## config.mk

```make
export PLATFORM = sky130hd
export DESIGN_NAME = irq_qualifier
export DESIGN_NICKNAME = d
export VERILOG_FILES = /design/src/rtl/irq_qual_pkg.sv /design/src/rtl/irq_sync.sv /design/src/rtl/irq_src_detect.sv /design/src/rtl/irq_regs.sv /design/src/rtl/irq_qualifier.sv
export SDC_FILE = /design/constraint.sdc
export NUM_CORES = 1
export LEC_CHECK = 0
export ABC_AREA = 1
export ABC_CLOCK_PERIOD_IN_PS = 2880
export BUFFER_PORTS_ARGS = -buffer_cell sky130_fd_sc_hd__clkbuf_2
export CELL_PAD_IN_SITES_DETAIL_PLACEMENT = 2
export CELL_PAD_IN_SITES_GLOBAL_PLACEMENT = 2
export CORE_MARGIN = 5
export CORE_UTILIZATION = 36
export CTS_CLUSTER_SIZE = 40
export DETAILED_ROUTE_END_ITERATION = 6
export GPL_TIMING_DRIVEN = 0
export HOLD_SLACK_MARGIN = 0.12
export PLACE_DENSITY_LB_ADDON = 0.1
export SLEW_MARGIN = 20
export SYNTH_ARGS = -nofsm -noshare
export SYNTH_HDL_FRONTEND = slang
export SYNTH_SLANG_ARGS = --single-unit
```

## constraint.sdc

```tcl
create_clock -name clk -period 2.88 [get_ports clk]
set_input_delay 0.288 -clock clk [delete_from_list [all_inputs] [get_ports clk]]
set_output_delay 0.288 -clock clk [all_outputs]
set_load 0.02 [all_outputs]
```

## src/rtl/irq_qual_pkg.sv

```systemverilog
package irq_qual_pkg;

    typedef enum logic [1:0] {
        MD_LEVEL  = 2'b00,
        MD_EDGE   = 2'b01,
        MD_HYBRID = 2'b10,
        MD_OFF    = 2'b11
    } det_mode_e;

    typedef enum logic [1:0] {
        DS_IDLE,
        DS_ARMED,
        DS_QUALIFY,
        DS_HOLD
    } det_state_e;

    localparam int          REG_AW   = 3;
    localparam logic [2:0]  A_MODE   = 3'd0;
    localparam logic [2:0]  A_POL    = 3'd1;
    localparam logic [2:0]  A_EN     = 3'd2;
    localparam logic [2:0]  A_QUAL   = 3'd3;
    localparam logic [2:0]  A_STATUS = 3'd4;

endpackage

```

## src/rtl/irq_sync.sv

```systemverilog
module irq_sync #(
    parameter int W = 4
) (
    input  logic         clk,
    input  logic         rst_n,
    input  logic [W-1:0] d,
    output logic [W-1:0] q
);
    logic [W-1:0] stage1_q;
    logic [W-1:0] stage2_q;

    always_ff @(posedge clk or negedge rst_n) begin
        if (!rst_n) begin
            stage1_q <= '0;
            stage2_q <= '0;
        end else begin
            stage1_q <= d;
            stage2_q <= stage1_q;
        end
    end

    assign q = stage2_q;
endmodule

```

## src/rtl/irq_src_detect.sv

```systemverilog
module irq_src_detect
    import irq_qual_pkg::*;
#(
    parameter int QW = 8
) (
    input  logic          clk,
    input  logic          rst_n,
    input  logic          act,
    input  det_mode_e     mode,
    input  logic [QW-1:0] qual,
    output logic          evt
);
    localparam logic [QW-1:0] ONE = {{(QW-1){1'b0}}, 1'b1};

    det_state_e    state_q, state_d;
    logic [QW-1:0] cnt_q, cnt_d;
    logic          is_edge, is_hyb, q_zero, q_done;

    assign is_edge = (mode == MD_EDGE);
    assign is_hyb  = (mode == MD_HYBRID);
    assign q_zero  = (qual == '0);
    assign q_done  = (cnt_q == (qual - ONE));

    // state register
    always_ff @(posedge clk or negedge rst_n) begin
        if (!rst_n) begin
            state_q <= DS_IDLE;
            cnt_q   <= '0;
        end else begin
            state_q <= state_d;
            cnt_q   <= cnt_d;
        end
    end

    // next state
    always_comb begin
        state_d = state_q;
        cnt_d   = cnt_q;
        unique case (state_q)
            DS_IDLE: begin
                cnt_d = '0;
                if (is_edge && act)
                    state_d = DS_ARMED;
                else if (is_hyb && act)
                    state_d = q_zero ? DS_HOLD : DS_QUALIFY;
            end
            DS_ARMED: begin
                if (!is_edge || !act)
                    state_d = DS_IDLE;
            end
            DS_QUALIFY: begin
                if (!is_hyb || !act)
                    state_d = DS_IDLE;
                else if (q_done)
                    state_d = DS_HOLD;
                else
                    cnt_d = cnt_q + ONE;
            end
            DS_HOLD: begin
                if (!is_hyb || !act)
                    state_d = DS_IDLE;
            end
        endcase
    end

    // outputs
    always_comb begin
        evt = 1'b0;
        unique case (state_q)
            DS_IDLE:    evt = is_hyb && act && q_zero;
            DS_ARMED:   evt = is_edge && !act;
            DS_QUALIFY: evt = is_hyb && act && q_done;
            DS_HOLD:    evt = 1'b0;
        endcase
    end
endmodule

```

## src/rtl/irq_regs.sv

```systemverilog
module irq_regs
    import irq_qual_pkg::*;
#(
    parameter int N  = 4,
    parameter int QW = 8,
    parameter int DW = 2 * N
) (
    input  logic              clk,
    input  logic              rst_n,
    input  logic              wr,
    input  logic [REG_AW-1:0] addr,
    input  logic [DW-1:0]     wdata,
    input  logic [N-1:0]      pending,
    output logic [DW-1:0]     rdata,
    output logic [2*N-1:0]    mode_q,
    output logic [N-1:0]      pol_q,
    output logic [N-1:0]      en_q,
    output logic [QW-1:0]     qual_q,
    output logic [N-1:0]      clr
);
    logic unused_wdata;
    assign unused_wdata = ^wdata;

    always_ff @(posedge clk or negedge rst_n) begin
        if (!rst_n) begin
            mode_q <= '1;
            pol_q  <= '0;
            en_q   <= '0;
            qual_q <= '0;
        end else if (wr) begin
            unique case (addr)
                A_MODE:  mode_q <= wdata[2*N-1:0];
                A_POL:   pol_q  <= wdata[N-1:0];
                A_EN:    en_q   <= wdata[N-1:0];
                A_QUAL:  qual_q <= wdata[QW-1:0];
                default: ;
            endcase
        end
    end

    assign clr = (wr && addr == A_STATUS) ? wdata[N-1:0] : '0;

    always_comb begin
        rdata = '0;
        unique case (addr)
            A_MODE:   rdata[2*N-1:0] = mode_q;
            A_POL:    rdata[N-1:0]   = pol_q;
            A_EN:     rdata[N-1:0]   = en_q;
            A_QUAL:   rdata[QW-1:0]  = qual_q;
            A_STATUS: rdata[N-1:0]   = pending;
            default:  rdata          = '0;
        endcase
    end
endmodule

```

## src/rtl/irq_qualifier.sv

```systemverilog
module irq_qualifier
    import irq_qual_pkg::*;
#(
    parameter int N_SRC  = 4,
    parameter int QUAL_W = 8
) (
    input  logic                clk,
    input  logic                rst_n,
    input  logic [N_SRC-1:0]    irq_in,
    input  logic                reg_wr,
    input  logic [REG_AW-1:0]   reg_addr,
    input  logic [2*N_SRC-1:0]  reg_wdata,
    output logic [2*N_SRC-1:0]  reg_rdata,
    output logic                irq_out
);
    localparam int DW = 2 * N_SRC;

    logic [N_SRC-1:0]   sync_q, act, evt, sticky_q, pending, clr;
    logic [N_SRC-1:0]   pol_q, en_q;
    logic [2*N_SRC-1:0] mode_q;
    logic [QUAL_W-1:0]  qual_q;
    logic               irq_q;

    irq_sync #(.W(N_SRC)) sync_i (
        .clk(clk), .rst_n(rst_n), .d(irq_in), .q(sync_q)
    );

    irq_regs #(.N(N_SRC), .QW(QUAL_W), .DW(DW)) regs_i (
        .clk(clk), .rst_n(rst_n), .wr(reg_wr), .addr(reg_addr),
        .wdata(reg_wdata), .pending(pending), .rdata(reg_rdata),
        .mode_q(mode_q), .pol_q(pol_q), .en_q(en_q), .qual_q(qual_q),
        .clr(clr)
    );

    assign act = sync_q ^ pol_q;

    for (genvar i = 0; i < N_SRC; i++) begin : g_src
        det_mode_e md;
        assign md = det_mode_e'(mode_q[2*i +: 2]);

        irq_src_detect #(.QW(QUAL_W)) det_i (
            .clk(clk), .rst_n(rst_n), .act(act[i]), .mode(md),
            .qual(qual_q), .evt(evt[i])
        );

        // sticky bit: an event wins over a clear in the same cycle
        always_ff @(posedge clk or negedge rst_n) begin
            if (!rst_n) sticky_q[i] <= 1'b0;
            else        sticky_q[i] <= (sticky_q[i] & ~clr[i]) | evt[i];
        end

        always_comb begin
            unique case (md)
                MD_LEVEL:  pending[i] = act[i];
                MD_EDGE,
                MD_HYBRID: pending[i] = sticky_q[i];
                MD_OFF:    pending[i] = 1'b0;
            endcase
        end
    end

    always_ff @(posedge clk or negedge rst_n) begin
        if (!rst_n) irq_q <= 1'b0;
        else        irq_q <= |(pending & en_q);
    end

    assign irq_out = irq_q;
endmodule

```

==> results.json <==
{
  "die_y_um": 130.3,
  "dpl_worst_slack_ns": 0.3336,
  "mostFrequentLayoutCell": "nand2_1",
  "nets": 805,
  "synth_top_area_cell": "dfrtp_1",
  "max_stage_delay_ns": 0.55,
  "netlist_area_um2": 5209,
  "tightest_slew_ns": 0.6741,
  "utilization": 0.4114,
  "hpwlAfterDp_um": 13300,
  "critPathArrivalTime_ns": 2.34,
  "drv_cap": 0,
  "final.period_utilization": 0.9117,
  "cts_buffers": 9,
  "hp-class": "input pin to flip-flop",
  "relSlewSlack": 0.5506,
  "fin_tns_setup_ns": 0,
  "synth-main-ff-cell": "dfrtp_1",
  "max_freq_mhz": 380.9,
  "total_power_mw": 4.287,
  "dr_total_vias": 5027,
  "cts_tree": "built",
  "synth_seq_cells": 77,
  "wl_per_cell_um": 17.97,
  "root_buffer": "clkbuf_16",
  "clockBufferDepth": 2,
  "die_w_um": 130.3,
  "switching_share": 0.4503,
  "num_rows": 44,
  "post_cts_buffers": 0,
  "ys_types": 38,
  "start_util": 0.3625,
  "crit_path_max_fanout": 3,
  "overflow": 0,
  "syn2layout_area_growth_pct": 13.48,
  "io_pins": 27,
  "setup_violations": 0,
  "synth.yosys.warnings": 0,
  "wl_um": 17220,
  "synth_edf_count": 0,
  "syn_nets": 763,
  "insertedDiodeCount": 0,
  "antenna_found_initial": 0,
  "synthCells": 727,
  "port-buffer-count": 26,
  "cp.required_ns": 2.59,
  "setup_slack_ns": 0.2544,
  "cp_num_buf_inv": 2,
  "clock_skew_ns": 0.009708,
  "p_sw_mw": 1.930,
  "syn_area_per_cell_um2": 7.165,
  "status": "complete, no violations",
  "synth_top_cell_area_share": 0.3315,
  "cts_max_level": 3,
  "powerDensity_nw_per_um2": 725.3,
  "seqPwrFrac": 0.338,
  "drive_above_1_share": 0.1421,
  "die-area_um2": 16970,
  "rsz0062_at_grt": "no",
  "crit_slowest_cell": "dfstp_2",
  "crit_family": "compound AO/OA/AOI/OAI gates",
  "coreArea_um2": 14370,
  "clkPwrFrac": 0.265,
  "vdd_ir_drop_max_mv": 0.3956,
  "hold_buffers": 5,
  "endpoint_kind": "primary output",
  "insertion_delay_ns": 0.36,
  "layout_common_cells": "207 x nand2_1, 82 x inv_1, 73 x nand3_1, 69 x nor2_1, 69 x dfrtp_1",
  "critPathLaunchType": "flip-flop",
  "drc": 0,
  "grt_util_all_layers": 0.2205,
  "synth-async-reset-ratio": 1.000,
  "cts.clk_slew.worst_paths_ns": 0.07,
  "yosys-top-cells-area": "dfrtp_1 33%, nand2_1 15%, nand3_1 7.0%",
  "grt_pass1_wl_um": 29070,
  "slew_viol_final": 0,
  "fin_crit_ns": 2.626,
  "cts.sinks": 77,
  "ctsResizeCount": 0,
  "grt_max_degree": 78,
  "grt_pass1_vias": 5644,
  "drtAntennaViolNets": 0,
  "hold_violations": 0,
  "dr.pass1.iters": 4,
  "routed_via_density": 5.247,
  "combPwrFrac": 0.397,
  "power.internal_mw": 2.356,
  "place_congestion": 0.8297,
  "drt-initial-drc-count": 151,
  "power.leakage_nw": 2.874,
  "cp_cell_sequence": "inv_1 -> ha_1 -> a21oi_1 -> a21oi_1 -> nand2_1 -> o21ai_0 -> a221oi_1 -> o21ai_0 -> clkbuf_2",
  "ys_seq_area_frac": 0.3718,
  "path_class": "flip-flop to primary output"
}
==> worst paths after layout <==
path                                    start                         to  slack (ns)  cells past startpoint
max                          regs_i.mode_q[4]               reg_rdata[2]        0.25                      9
min in group asynchronous               rst_n    g_src[3].det_i.cnt_q[0]        0.52                      2
min                              reg_wdata[5]           regs_i.mode_q[5]        0.19                      3
min reg2reg                sync_i.stage1_q[3]                sync_i.q[3]        0.35                      0
max in group asynchronous               rst_n  g_src[1].det_i.state_q[1]        1.87                      2
max reg2reg                  regs_i.qual_q[0]    g_src[3].det_i.cnt_q[4]        0.31                     17
==> worst register-to-register path, cell delays in order, from the launching register on <==
cell and delay (ns):
dfrtp_1 0.37, buf_6 0.15, inv_2 0.18, ha_1 0.18, buf_2 0.20, inv_1 0.08
nand2_1 0.08, nand2_2 0.12, nand2_1 0.10, nand2_1 0.08, nor2_1 0.12, nand2_1 0.06
a21oi_1 0.15, nand3_2 0.17, nand2_4 0.16, nand2_2 0.12, nand2_1 0.09, nand2_1 0.05
==> cells in the mapped netlist, types with 5 or more instances <==
library cell and n:
a21oi_1 13, o22ai_1 6, nand4_1 9, nand2_4 6, o21ai_2 6, nor3b_1 5, nor2_2 6, nand2_1 207
or2_2 5, xor2_1 27, nor2_1 69, dfstp_2 8, nand3_2 7, ha_1 18, dfrtp_1 69, inv_1 82
nor3_1 14, nand2_2 19, nand3_1 73, o21ai_0 44
==> per-stage QoR <==
stage	instances	instance area, um^2	hold WS, ns
6_report	958	5911	0.1851
5_1_grt	958	5911	0.1912
4_1_cts	958	5911	0.1682
3_5_place_dp	937	5578	0.3355
3_3_place_gp	937	5569	0.3346
2_1_floorplan	727	5209	-0.007591
==> state kept, by name, summed over array words and instances (netlist names) <==
register,flops
regs_i.qual_q,8
g_src.det_i.state_q,8
regs_i.pol_q,4
sync_i.q,4
regs_i.en_q,4
sticky_q,4
regs_i.mode_q,8
irq_out,1
sync_i.stage1_q,4
g_src.det_i.cnt_q,32
==> logic make-up after synthesis <==
family / share of synthesized area
DFF: 0.3718
AOI/OAI and AO/OA: 0.08792
adders and majority gates: 0.04324
xor gates and xnor gates: 0.04876
and+or+nand+nor: 0.3747
buffers and inverters: 0.07350
==> power groups by stage <==
| stage | combinational (mW) | clock, mW | sequential [mW] |
|---|---|---|---|
| floorplan | 1.20 | 0 | 1.41 |
| global placement | 1.61 | 0 | 1.45 |
| detailed placement | 1.71 | 0 | 1.47 |
| CTS | 1.73 | 1.17 | 1.45 |
| global route | 1.93 | 1.23 | 1.48 |
| finish | 1.70 | 1.14 | 1.45 |
==> metal layers <==
| metal | track usage | routed length, um | up-vias | part of all wire |
|---|---|---|---|---|
| li1 | - | - | 2426 | - |
| met1 | 0.2744 | 7807 | 2527 | 0.45 |
| met2 | 0.3911 | 8670 | 56 | 0.50 |
| met3 | 0.04257 | 460 | 18 | 0.027 |
| met4 | 0.05685 | 282 | 0 | 0.016 |
| met5 | 0 | 0 | - | 0 |
==> area by class of cell <==
type,instances,area [um^2]
Clock buffer,9,225.2
Clock inverter,7,57.56
Multi-Input combinational cell,553,2889
Sequential cell,77,1937
Tap cell,184,230.2
Buffer,7,42.54
Inverter,90,340.3
Fill cell,1710,8458
Timing Repair Buffer,31,188.9
(Power assumes the default switching activity.)
